<file path="src/rtl/pch_pkg.sv">
package pch_pkg;
   localparam int unsigned SEL_HI   = 4;
   localparam int unsigned SEL_LO   = 3;
   localparam int unsigned POLL_POS = 2;
   localparam logic [1:0]  OCW3_TAG = 2'b01;

   typedef enum logic [1:0] {
      CMD_NONE  = 2'd0,
      CMD_POLL  = 2'd1,
      CMD_OTHER = 2'd2
   } cmd_kind_t;
endpackage

</file>
<file path="src/rtl/pch_cmd_dec.sv">
module pch_cmd_dec #(
   parameter int unsigned DW = 8
) (
   input  logic          wr_en,
   input  logic [DW-1:0] wr_data,
   output pch_pkg::cmd_kind_t kind
);
   import pch_pkg::*;

   if (DW <= SEL_HI) begin : g_bad_dw
      $error("pch_cmd_dec: DW too narrow for the command select field");
   end

   logic is_ctl3;
   assign is_ctl3 = (wr_data[SEL_HI:SEL_LO] == OCW3_TAG);

   always_comb begin
      if (!wr_en)                          kind = CMD_NONE;
      else if (is_ctl3 && wr_data[POLL_POS]) kind = CMD_POLL;
      else                                  kind = CMD_OTHER;
   end
endmodule

</file>
<file path="src/rtl/pch_prio_rot.sv">
module pch_prio_rot #(
   parameter int unsigned N_LVL     = 8,
   parameter int unsigned CODE_W    = $clog2(N_LVL),
   parameter bit          ROTATE_EN = 1'b1
) (
   input  logic [N_LVL-1:0]  pend,
   input  logic [CODE_W-1:0] bottom,
   output logic              any,
   output logic [CODE_W-1:0] code
);
   logic [CODE_W-1:0] start;

   if (ROTATE_EN) begin : g_rot
      assign start = bottom + CODE_W'(1);
   end else begin : g_fixed
      logic [CODE_W-1:0] unused_bottom;
      assign unused_bottom = bottom;
      assign start = '0;
   end

   always_comb begin
      logic [CODE_W-1:0] idx;
      any  = 1'b0;
      code = '0;
      for (int i = 0; i < int'(N_LVL); i++) begin
         idx = start + CODE_W'(i);
         if (!any && pend[idx]) begin
            any  = 1'b1;
            code = idx;
         end
      end
   end
endmodule

</file>
<file path="src/rtl/pch_arm_ctl.sv">
module pch_arm_ctl #(
   parameter int unsigned N_LVL = 8
) (
   input  logic             clk,
   input  logic             rst_n,
   input  pch_pkg::cmd_kind_t kind,
   input  logic             rd_en,
   input  logic [N_LVL-1:0] req_live,
   output logic             armed,
   output logic [N_LVL-1:0] req_q
);
   import pch_pkg::*;

   logic sample_en;
   assign sample_en = !armed || rd_en;

   always_ff @(posedge clk or negedge rst_n) begin
      if (!rst_n) begin
         armed <= 1'b0;
         req_q <= '0;
      end else begin
         if (kind == CMD_POLL)  armed <= 1'b1;
         else if (rd_en)        armed <= 1'b0;
         if (sample_en)         req_q <= req_live;
      end
   end
endmodule

</file>
<file path="src/rtl/pch_poll_unit.sv">
module pch_poll_unit #(
   parameter int unsigned N_LVL     = 8,
   parameter int unsigned DW        = 8,
   parameter int unsigned FLAG_POS  = 7,
   parameter bit          ROTATE_EN = 1'b1
) (
   input  logic                     clk,
   input  logic                     rst_n,
   input  logic                     wr_en,
   input  logic [DW-1:0]            wr_data,
   input  logic                     rd_en,
   input  logic [DW-1:0]            reg_rdata,
   output logic [DW-1:0]            rd_data,
   input  logic [N_LVL-1:0]         irq_req,
   input  logic [N_LVL-1:0]         irq_mask,
   input  logic [$clog2(N_LVL)-1:0] bottom_sel,
   output logic [N_LVL-1:0]         isr_set,
   input  logic                     int_in,
   output logic                     int_out
);
   import pch_pkg::*;

   localparam int unsigned CODE_W = $clog2(N_LVL);

   if (N_LVL != (1 << CODE_W)) begin : g_bad_lvl
      $error("pch_poll_unit: N_LVL must be a power of two");
   end
   if (FLAG_POS >= DW || FLAG_POS < CODE_W) begin : g_bad_flag
      $error("pch_poll_unit: FLAG_POS must lie above the code field and inside DW");
   end

   cmd_kind_t         kind;
   logic              armed;
   logic [N_LVL-1:0]  req_q;
   logic              any;
   logic [CODE_W-1:0] code;
   logic [DW-1:0]     poll_byte;

   pch_cmd_dec #(.DW(DW)) u_dec (
      .wr_en   (wr_en),
      .wr_data (wr_data),
      .kind    (kind)
   );

   pch_arm_ctl #(.N_LVL(N_LVL)) u_arm (
      .clk      (clk),
      .rst_n    (rst_n),
      .kind     (kind),
      .rd_en    (rd_en),
      .req_live (irq_req & ~irq_mask),
      .armed    (armed),
      .req_q    (req_q)
   );

   pch_prio_rot #(.N_LVL(N_LVL), .CODE_W(CODE_W), .ROTATE_EN(ROTATE_EN)) u_prio (
      .pend   (req_q),
      .bottom (bottom_sel),
      .any    (any),
      .code   (code)
   );

   always_comb begin
      poll_byte                = '0;
      poll_byte[FLAG_POS]      = any;
      poll_byte[CODE_W-1:0]    = code;
   end

   always_ff @(posedge clk or negedge rst_n) begin
      if (!rst_n) begin
         rd_data <= '0;
         isr_set <= '0;
      end else begin
         isr_set <= '0;
         if (rd_en) begin
            if (armed) begin
               rd_data <= poll_byte;
               if (any) isr_set <= N_LVL'(1) << code;
            end else begin
               rd_data <= reg_rdata;
            end
         end
      end
   end

   assign int_out = int_in & ~armed;
endmodule

</file>
<file path="config.mk">
export PLATFORM = sky130hd
export DESIGN_NAME = pch_poll_unit
export DESIGN_NICKNAME = d
export VERILOG_FILES = /design/src/rtl/pch_pkg.sv /design/src/rtl/pch_cmd_dec.sv /design/src/rtl/pch_prio_rot.sv /design/src/rtl/pch_arm_ctl.sv /design/src/rtl/pch_poll_unit.sv
export SDC_FILE = /design/constraint.sdc
export NUM_CORES = 1
export LEC_CHECK = 0
export ABC_AREA = 1
export BUFFER_PORTS_ARGS = -buffer_cell sky130_fd_sc_hd__buf_4
export CORE_AREA = 2 2 73 75
export DETAILED_ROUTE_END_ITERATION = 8
export DIE_AREA = 0 0 75 77
export PLACE_DENSITY = 0.65
export SLEW_MARGIN = 20
export SYNTH_ARGS = -nofsm -noshare
export SYNTH_HDL_FRONTEND = slang
export SYNTH_SLANG_ARGS = --single-unit
</file>
<file path="constraint.sdc">
create_clock -name clk -period 2.3 [get_ports clk]
set_clock_uncertainty 0.15 [all_clocks]
set_input_delay 0.345 -clock clk [delete_from_list [all_inputs] [get_ports clk]]
set_output_delay 0.345 -clock clk [all_outputs]
set_load 0.1 [all_outputs]
</file>
Word level (Yosys, flattened, before mapping)
Cells that the tools add are included.
Cells by class
  magnitude comparators: 8
  mux-type cells: 40
  add/subtract/negate cells: 8
  eq/ne operators: 2
  bitwise gates (word level): 4
  reduce and logical (&&, ||, !) cells: 18
  shift operators: 1
Operator list (number)
  $lt 3x4->1 const B: 8
  $mux 8: 4
  $bmux 1 s3: 8
  $mux 3: 8
  $mux 1: 18
  $add 3x3->3 const B: 4
  $and 8x8->8: 1
  $logic_and 1x1->1: 8
  $logic_not 1->1: 8
  $not 8->8: 1
  $shl 1x3->8 const A: 1
  $add 3x1->3 const B: 2
  $add 3x2->3 const B: 2
  $eq 2x1->1 const B: 2
  $mux 2: 2
  $reduce_bool 2->1: 1
  $and 1x1->1: 1
  $logic_or 1x1->1: 1
  $not 1->1: 1
Storage, ports and cells
  output and inout bits: 17
  input bits: 40
  flip-flop bits (word level): 25
  word-level logic and storage cells: 85

Depth between registers and ports, before layout
Gate-level depths: netlist (run 1).
  depth after elaboration: 29
  depth in mapped cells: 22
  depth with buffers taken out: 18

By module
From an unflattened synthesis (run 1), not the netlist that was laid out.
Second synthesis, totals
  cells, all modules: 321
  area total of the unflattened synthesis: 2184.6 um2
Modules (own cells, without submodules)
  pch_prio_rot: cells an instance 187, instances 1, sequential area each 0.0 um2, area each 1037.2 um2
  pch_poll_unit: cells an instance 91, instances 1, sequential area each 400.4 um2, area each 743.2 um2
  pch_arm_ctl: cells an instance 38, instances 1, sequential area each 225.2 um2, area each 376.6 um2
  pch_cmd_dec: cells an instance 5, instances 1, sequential area each 0.0 um2, area each 27.5 um2

Worst setup path before layout (run 1)
OpenSTA, ideal clock, no wires.
  kind: input to register
  from: in bottom_sel[0]
  to: reg isr_set[0]
  library setup time: 0.121 ns
  cell stages on the path: 20
  arrival time: 2.367 ns
  buffers on the path: 4
  required time: 2.029 ns
  path slack: -0.338 ns
  path through: buf_6 > inv_6 > buf_12 > ha_1 > buf_6 > inv_2 > buf_6 > nand2_2 > nand2_4 > nand2_2 > nand2_4 > nand2_1 > nand2_4 > nand4_4 > nor2_8 > nand3_1 > nand3_1 > nand2_1 > nand3_1 > nor2_1
Between the ends
  cells in the longest elaborated chain, start to end: 29
  elaborated cells on any way between the ends: 58
  classes of those cells: add/sub: 8; shift: 1; mux: 35; reduce/logical: 14
RTL lines
  start: declaration: RTL line pch_poll_unit.sv:16  | input logic [$clog2(N_LVL)-1:0] bottom_sel,
  $add 3x1->3 (*): RTL line pch_prio_rot.sv:14  | assign start = bottom + CODE_W'(1);
  branches (longest 25 deep; another with $add 3x1->3)
  $mux 8 (*): RTL line pch_poll_unit.sv:77  | if (any) isr_set <= N_LVL'(1) << code;
  $mux 8 (*): RTL line pch_poll_unit.sv:75  | if (armed) begin
  $mux 8 (*): RTL line pch_poll_unit.sv:74  | if (rd_en) begin
  end signal: assignment: RTL line pch_poll_unit.sv:77
  end: declaration: RTL line pch_poll_unit.sv:17  | output logic [N_LVL-1:0] isr_set,
Mark *: on every way between the ends. The select of a mux whose other input is x is not followed.
A chain may end at the register's enable or synchronous reset.

Worst setup path after layout (run 1)
  from: in bottom_sel[0]
  to: reg isr_set[1]
Same word-level chain as after synthesis.

==> run metrics, run 1 <==
IR drop worst, VDD=around 410 uV; first-pass GRT wire length=around 8.4 mm; I/O pin total=57; outcome=finished, final reports clean; delay-heaviest family, CP=simple AND/OR/NAND/NOR gates; worst hold margin=around 0.16 ns; worst skew pair latency=approximately 0.26 ns; maxcap violations=0; Final WS setup=between 0.06 and 0.07 ns; worst slew pin tran=between 0.4 and 0.5 ns; crit-path max FO=7; WL/cell=approximately 12 um; Leak Pwr=~0.0016 uW; die height=between 70 and 80 um; P&R area growth vs syn=50.1%; die footprint=slightly below 6000 sq um; Post-route DRC=0; drt total wl=between 5 and 6 mm; share of the yosys chip area belonging to registers=0.305; fin nets=415; post-route clock period utilization=0.973; cts bufs inserted=3; GRT Residual Overflow=0; Clk Tree Root Cell=clkbuf_8; main flop type after synthesis=dfrtp_1; Hold Crit Class=input pin to flop; fmax=between 400 and 500 MHz; top cell type's share of synthesized area=0.305; die width=75 um; fin crit period=2.24 ns; CTS Sinks=25; area leader, netlist=dfrtp_1; data required time of the worst path=around 2.4 ns; initial antenna violation count=0; gr usage total=0.183; Place WS=-0.270 ns; Worst Path Arrival=around 2.3 ns; Yosys reg bits=25; largest net degree at the start of global routing=26; top post-synthesis cells by count=nand2_1 (82), inv_1 (33), nand3_1 (32), dfrtp_1 (25), nand2_2 (20); HPWL after DPL=approximately 3.9 mm; Area contributors post-synth=dfrtp_1 (31%), nand2_1 (15%), nand3_1 (7.8%), nand2_2 (6.1%), inv_1 (6.0%); P per Cell Area=between 500 and 600 nW/um^2; final RePlAce weighted congestion=0.834; crit end category=flop; Hold Violations, Final=0; Vias/cell=approximately 4.8; vias in the first global route=1927; DR iter-0 viols=between 100 and 150; synthesized area per cell=between 6 and 7 sq um; Mapped Cells=roughly 290; Fill cells=between 400 and 500; Antenna Nets Post-Route=0; Layout Utilization=0.618; mapped cell area=between 2000 and 2500 sq um; DRT Pass-1 Iters=4; crit-path cells=buf_8, inv_8, ha_4, inv_8, nand2_4, nand2_8, nand2_2, nand2_2, nand2_2, nand2_4, nand3_2, nor2_2, nor2_2, nand2_1, nor2_2, nand3_2, nor2_4, nand3_2, nor2_1; Yosys cell types=29; CTS HTree Levels=1; initial core utilization=0.412; crit path launch type=input pin; routed via count=approximately 2100; Post-synth EDFFs=0; fraction of layout cells with a size suffix above 1=0.484; diode count=0; worst path bufs/invs=3; CTS tree=yes; count leader, synth=nand2_1; Setup Crit Path Kind=input pin to flop; synth warn=0; Max Root-Sink Buffers=2; area of the core=4980 sq um; max-slew violation count=0; Worst path max stage delay=~0.36 ns; Placed Area=around 2700 sq um; standard-cell rows=26; Port Buffers=51; Finished Cell Area=between 3000 and 4000 sq um; setup repair after global routing missed its margin=true; critical path's slowest cell=ha_4; syn_nets=336; max_slew headroom=0.719; Clk pin slew, worst setup/hold paths=about 0.09 ns; Setup Viol. Count Final=0; Post-synth ARST share=1.00
[final cells by class]
type | count | area, sq um | share of cell area
timing repair inverter | 1 | 6.26 | 0.00203
sequential | 25 | 626 | 0.203
tap | 70 | 87.6 | 0.0285
inverter | 40 | 165 | 0.0537
timing repair buffer | 80 | 638 | 0.207
clock buffer | 3 | 41.3 | 0.0134
multi-input combinational | 222 | 1500 | 0.489
clock inverter | 1 | 7.51 | 0.00244
[cell families (layout without fill, tap and decap cells)]
group / Yosys count / count (layout) / share of synthesized area
AOI/OAI and AO/OA: 27 / 27 / 0.0788
adders and majority gates: 2 / 2 / 0.0122
buffers and inverters: 48 / 125 / 0.113
DFF: 25 / 25 / 0.305
and+or+nand+nor: 192 / 193 / 0.491
[layer usage]
layer | vias up | track usage | share of wire
li1 | 1104 | - | -
met1 | 981 | 0.248 | 0.45
met2 | 42 | 0.304 | 0.51
met3 | 4 | 0.0223 | 0.029
met4 | 0 | 0.0482 | 0.0080
met5 | - | 0 | 0
[layout by cell type (no fill, tap or decap), types with 2 or more instances in the layout]
cell      instances
nor2_4            4
buf_4            73
nand3b_1          8
clkbuf_8          3
dfrtp_1          25
inv_8             2
a21oi_1           2
nor3_2            5
nand2_4          12
o21bai_1          3
nand2_8           3
nand2_2          32
nand3_1          19
nand3_4           6
nor2_1           12
buf_6             4
nand2_1          61
nor2_2            7
inv_1            32
o21ai_0          18
nand3_2          12
inv_2             6
nand4_1           8
[worst register-to-register path, cell delays in order, from the launching register on]
cell and delay [ns]:
dfrtp_1 0.41, inv_1 0.09, nand2_1 0.08, nand2_1 0.13, nand2_4 0.07, nand2_4 0.09
nand2_4 0.05, nand2_4 0.11, nand4_4 0.22, nor2_4 0.23, nand4_1 0.12, nand3_2 0.13
nand3_2 0.10, nor2_1 0.11
[metrics by stage]
| stage | instances | power (uW) | TNS [ns] |
|---|---|---|---|
| after floorplan | 294 | 1020 | -2.63 |
| after global placement | 431 | 1230 | -2.29 |
| after detailed placement | 431 | 1240 | -2.68 |
| after CTS | 436 | 1510 | 0 |
| after global routing | 442 | 1730 | -0.189 |
| final | 442 | 1630 | 0 |
[registers in the layout, indices dropped and copies added (netlist names)]
register and flops:
rd_data 8, isr_set 8, u_arm.armed 1, u_arm.req_q 8
[what timing repair did]
item / in CTS / in global routing
hold buffers: 1 / 0
hold endpoints to repair: 25 / 0
buffers inserted: 0 / 4
resized for setup: 0 / 64
endpoints found under the setup margin: 0 / 11
[path summary, 6_finish.rpt]
kind / startpoint / endpoint / slack [ns] / depth (start not counted)
max in group asynchronous: rst_n / u_arm.req_q[1] / 1.39 / 2
hold / removal: irq_req[4] / u_arm.req_q[4] / 0.16 / 3
setup / recovery: bottom_sel[0] / isr_set[1] / 0.06 / 19
setup reg to reg: u_arm.req_q[3] / isr_set[1] / 0.16 / 13
hold reg to reg: rd_data[5] / rd_data[5] / 0.34 / 2
min in group asynchronous: rst_n / isr_set[1] / 0.36 / 2
[where the power goes]
group | total, uW | leakage, uW | internal (uW) | switching [uW]
Clock | 263 | 0.0000217 | 123 | 141
Combinational | 885 | 0.00125 | 318 | 567
Sequential | 484 | 0.000327 | 467 | 17.3
Total | 1630 | 0.00160 | 908 | 725
(Power assumes the default switching activity.)
==> run 2, diff against run 1 <==
--- a/config.mk
+++ b/config.mk
@@ -6,7 +6,7 @@
 export NUM_CORES = 1
 export LEC_CHECK = 0
 export ABC_AREA = 1
-export BUFFER_PORTS_ARGS = -buffer_cell sky130_fd_sc_hd__buf_4
+export BUFFER_PORTS_ARGS = -buffer_cell sky130_fd_sc_hd__buf_2
 export CORE_AREA = 2 2 73 75
 export DETAILED_ROUTE_END_ITERATION = 8
 export DIE_AREA = 0 0 75 77
==> run 2 against run 1 <==
Net effect:
- clock power about the same
- setup slack better by 0.028 ns
- wire length shrank 4.3%
- non-clock buffer count decreased by 1
- worst hold slack worse by 0.0076 ns
- sequential cell count unchanged
- critical path depth is 3 lower
- count of clock-buffer cells in the layout unchanged
- final area shrank 9.9%
- combinational power down 11%
- core utilization fell by 6.1 points
- maximum frequency increased by 1.3%
- critical endpoint unchanged
- largest cell class unchanged
==> run metrics, run 2 (synthesized netlist as in run 1, its figures left out) <==
fraction of layout cells with a size suffix above 1=0.435 (-0.0487); crit-path max FO=6 (-1); critical path's slowest cell=ha_4; crit end category=flop; IR drop worst, VDD=360 uV (-13%); commonest non-fill, non-tap cells in the layout=nand2_1 (68), buf_2 (50), inv_1 (33), nand2_2 (30); Worst Hold Path EP=rd_data[3]; M2 GR Usage=0.311 (+0.00789); hold path cells=3 (unchanged); final RePlAce weighted congestion=0.888 (+6.4%); Worst Path Arrival=2.27 ns (-0.02 ns); P per Cell Area=554 nW/um^2 (+4.3%); I/O pin total=57 (unchanged); die footprint=5780 sq um (unchanged); CTS HTree Levels=1 (unchanged); drt total wl=4.99 mm (-4.3%); DRT Pass-1 Iters=4 (unchanged); R2R Setup Slk=0.20 ns (+0.04 ns); Crit. Startpoint=bottom_sel[1]; Place WS=-0.301 ns (-0.0314 ns); Clk Tree Root Cell=clkbuf_8; fmax=453 MHz (+1.3%); fin crit period=2.21 ns (-0.0285 ns); Finished Cell Area=2770 sq um (-9.9%); Placed Area=2530 sq um (-5.3%); diode count=0 (unchanged); worst r2r src=u_arm.req_q[6]; gr usage total=0.181 (-0.00195); Clk pin slew, worst setup/hold paths=0.09 ns (about the same); worst slew pin tran=0.546 ns (+0.126 ns); worst path bufs/invs=3 (unchanged); routed via count=2137 (+0.28%); Post-route DRC=0 (unchanged); Port Buffers=51 (unchanged); met1 usage=0.228 (-0.0202); GRT Residual Overflow=0 (unchanged); CTS tree=yes; worst skew pair latency=0.27 ns (about the same); Setup Crit Path Kind=input pin to flop; Critical R2R Capture=isr_set[3]; Leak Pwr=0.00150 uW (-6.1%); P&R area growth vs syn=35.2%; WL/cell=11.4 um (-3.9%); Design Power=1530 uW (-6.0%); Hold Crit Start=reg_rdata[3]; setup TNS=0 ns (unchanged); setup repair after global routing missed its margin=true; Hold Crit Class=input pin to flop; crit path launch type=input pin; CTS Sinks=25 (unchanged); initial core utilization=0.412 (unchanged); post-route clock period utilization=0.961 (-0.0124); DR iter-0 viols=97 (-10%); data required time of the worst path=2.36 ns (about the same); max_slew headroom=0.636 (-0.0834); area of the core=4980 sq um (unchanged); delay-heaviest family, CP=simple AND/OR/NAND/NOR gates; Vias/cell=4.86 (+0.74%); Setup Viol. Count Final=0 (unchanged); outcome=finished, final reports clean; Hold Violations, Final=0 (unchanged); HPWL after DPL=3.87 mm (-1.7%); largest net degree at the start of global routing=26 (unchanged); GRT busiest layer=met2; cts bufs inserted=3 (unchanged); vias in the first global route=1967 (+2.1%); max-slew violation count=0 (unchanged); maxcap violations=0 (unchanged); Worst path max stage delay=0.28 ns (-0.08 ns); most common cell after layout, fill and taps aside=nand2_1; standard-cell rows=26 (unchanged); crit-path cells=buf_2, ha_4, buf_6, nand3_1, nand3_2, nand2_4, inv_4, nand3_1, nand2_1, nor2_2, nand2_1, nor2_1, nand3_1, nor2_4, nand3_2, nor2_2; Top Registers=isr_set: 8 flops, rd_data: 8 flops, u_arm.req_q: 8 flops; met3 usage=0.0237 (+0.00131); die width=75 um (unchanged); Crit path top cell by count=nand3_1; worst hold margin=0.156 ns (-0.00759 ns); Final WS setup=0.0902 ns (+0.0285 ns); Max Root-Sink Buffers=2 (unchanged); fin nets=413 (-0.48%); worst reg2reg path depth=12 (-1); Antenna Nets Post-Route=0 (unchanged); initial antenna violation count=0 (unchanged); first-pass GRT wire length=8.32 mm (-1.5%); die height=77 um (unchanged)
run 2: worst max-delay path by stage:
stage	end	slack, ns	depth (start not counted)
global route	isr_set[3]	-0.08	16
detailed placement	isr_set[6]	-0.30	18
CTS	isr_set[6]	0.03	18
global placement	isr_set[6]	-0.27	16
floorplan	isr_set[6]	-0.26	19
finish	isr_set[1]	0.09	16
run 2: layer usage:
metal  part of all wire  vias to the layer above
met2               0.50                       43
met3              0.028                        9
met4              0.019                        0
met1               0.46                      984
li1                   -                     1101
met5                  0                        -
run 2: power by group:
| part | switching (uW) | internal [uW] | leakage (uW) | total [uW] |
|---|---|---|---|---|
| Combinational | 528 | 260 | 0.00115 | 788 |
| Clock | 141 | 123 | 0.0000217 | 264 |
| Sequential | 16.2 | 467 | 0.000327 | 483 |
| Total | 685 | 850 | 0.00150 | 1530 |
run 2: what timing repair did:
action / 4_1_cts / 5_1_grt
pin swaps: 0 / 26
setup endpoints to repair: 3 / 11
resized for setup: 1 / 33
setup buffers: 0 / 5
gates cloned: 0 / 1
hold buffers: 1 / 0
endpoints found under the hold margin: 25 / 0
run 2: area by class of cell:
cell class                 instances  area, sq um
tap                               70         87.6
inverter                          40          168
multi-input combinational        222         1360
sequential                        25          626
fill                             474         2210
timing repair buffer              79          482
clock buffer                       3         41.3
clock inverter                     1         7.51
run 2: tightest hold or removal path, stage by stage:
cell	delay [ns]
buf_2	0.09
inv_1	0.03
o21ai_0	0.07
run 2: through the flow:
step,utilization,std cells
5_1_grt,0.557,440
2_1_floorplan,-,294
3_5_place_dp,0.509,429
4_1_cts,0.521,434
3_3_place_gp,0.509,429
6_report,0.557,440
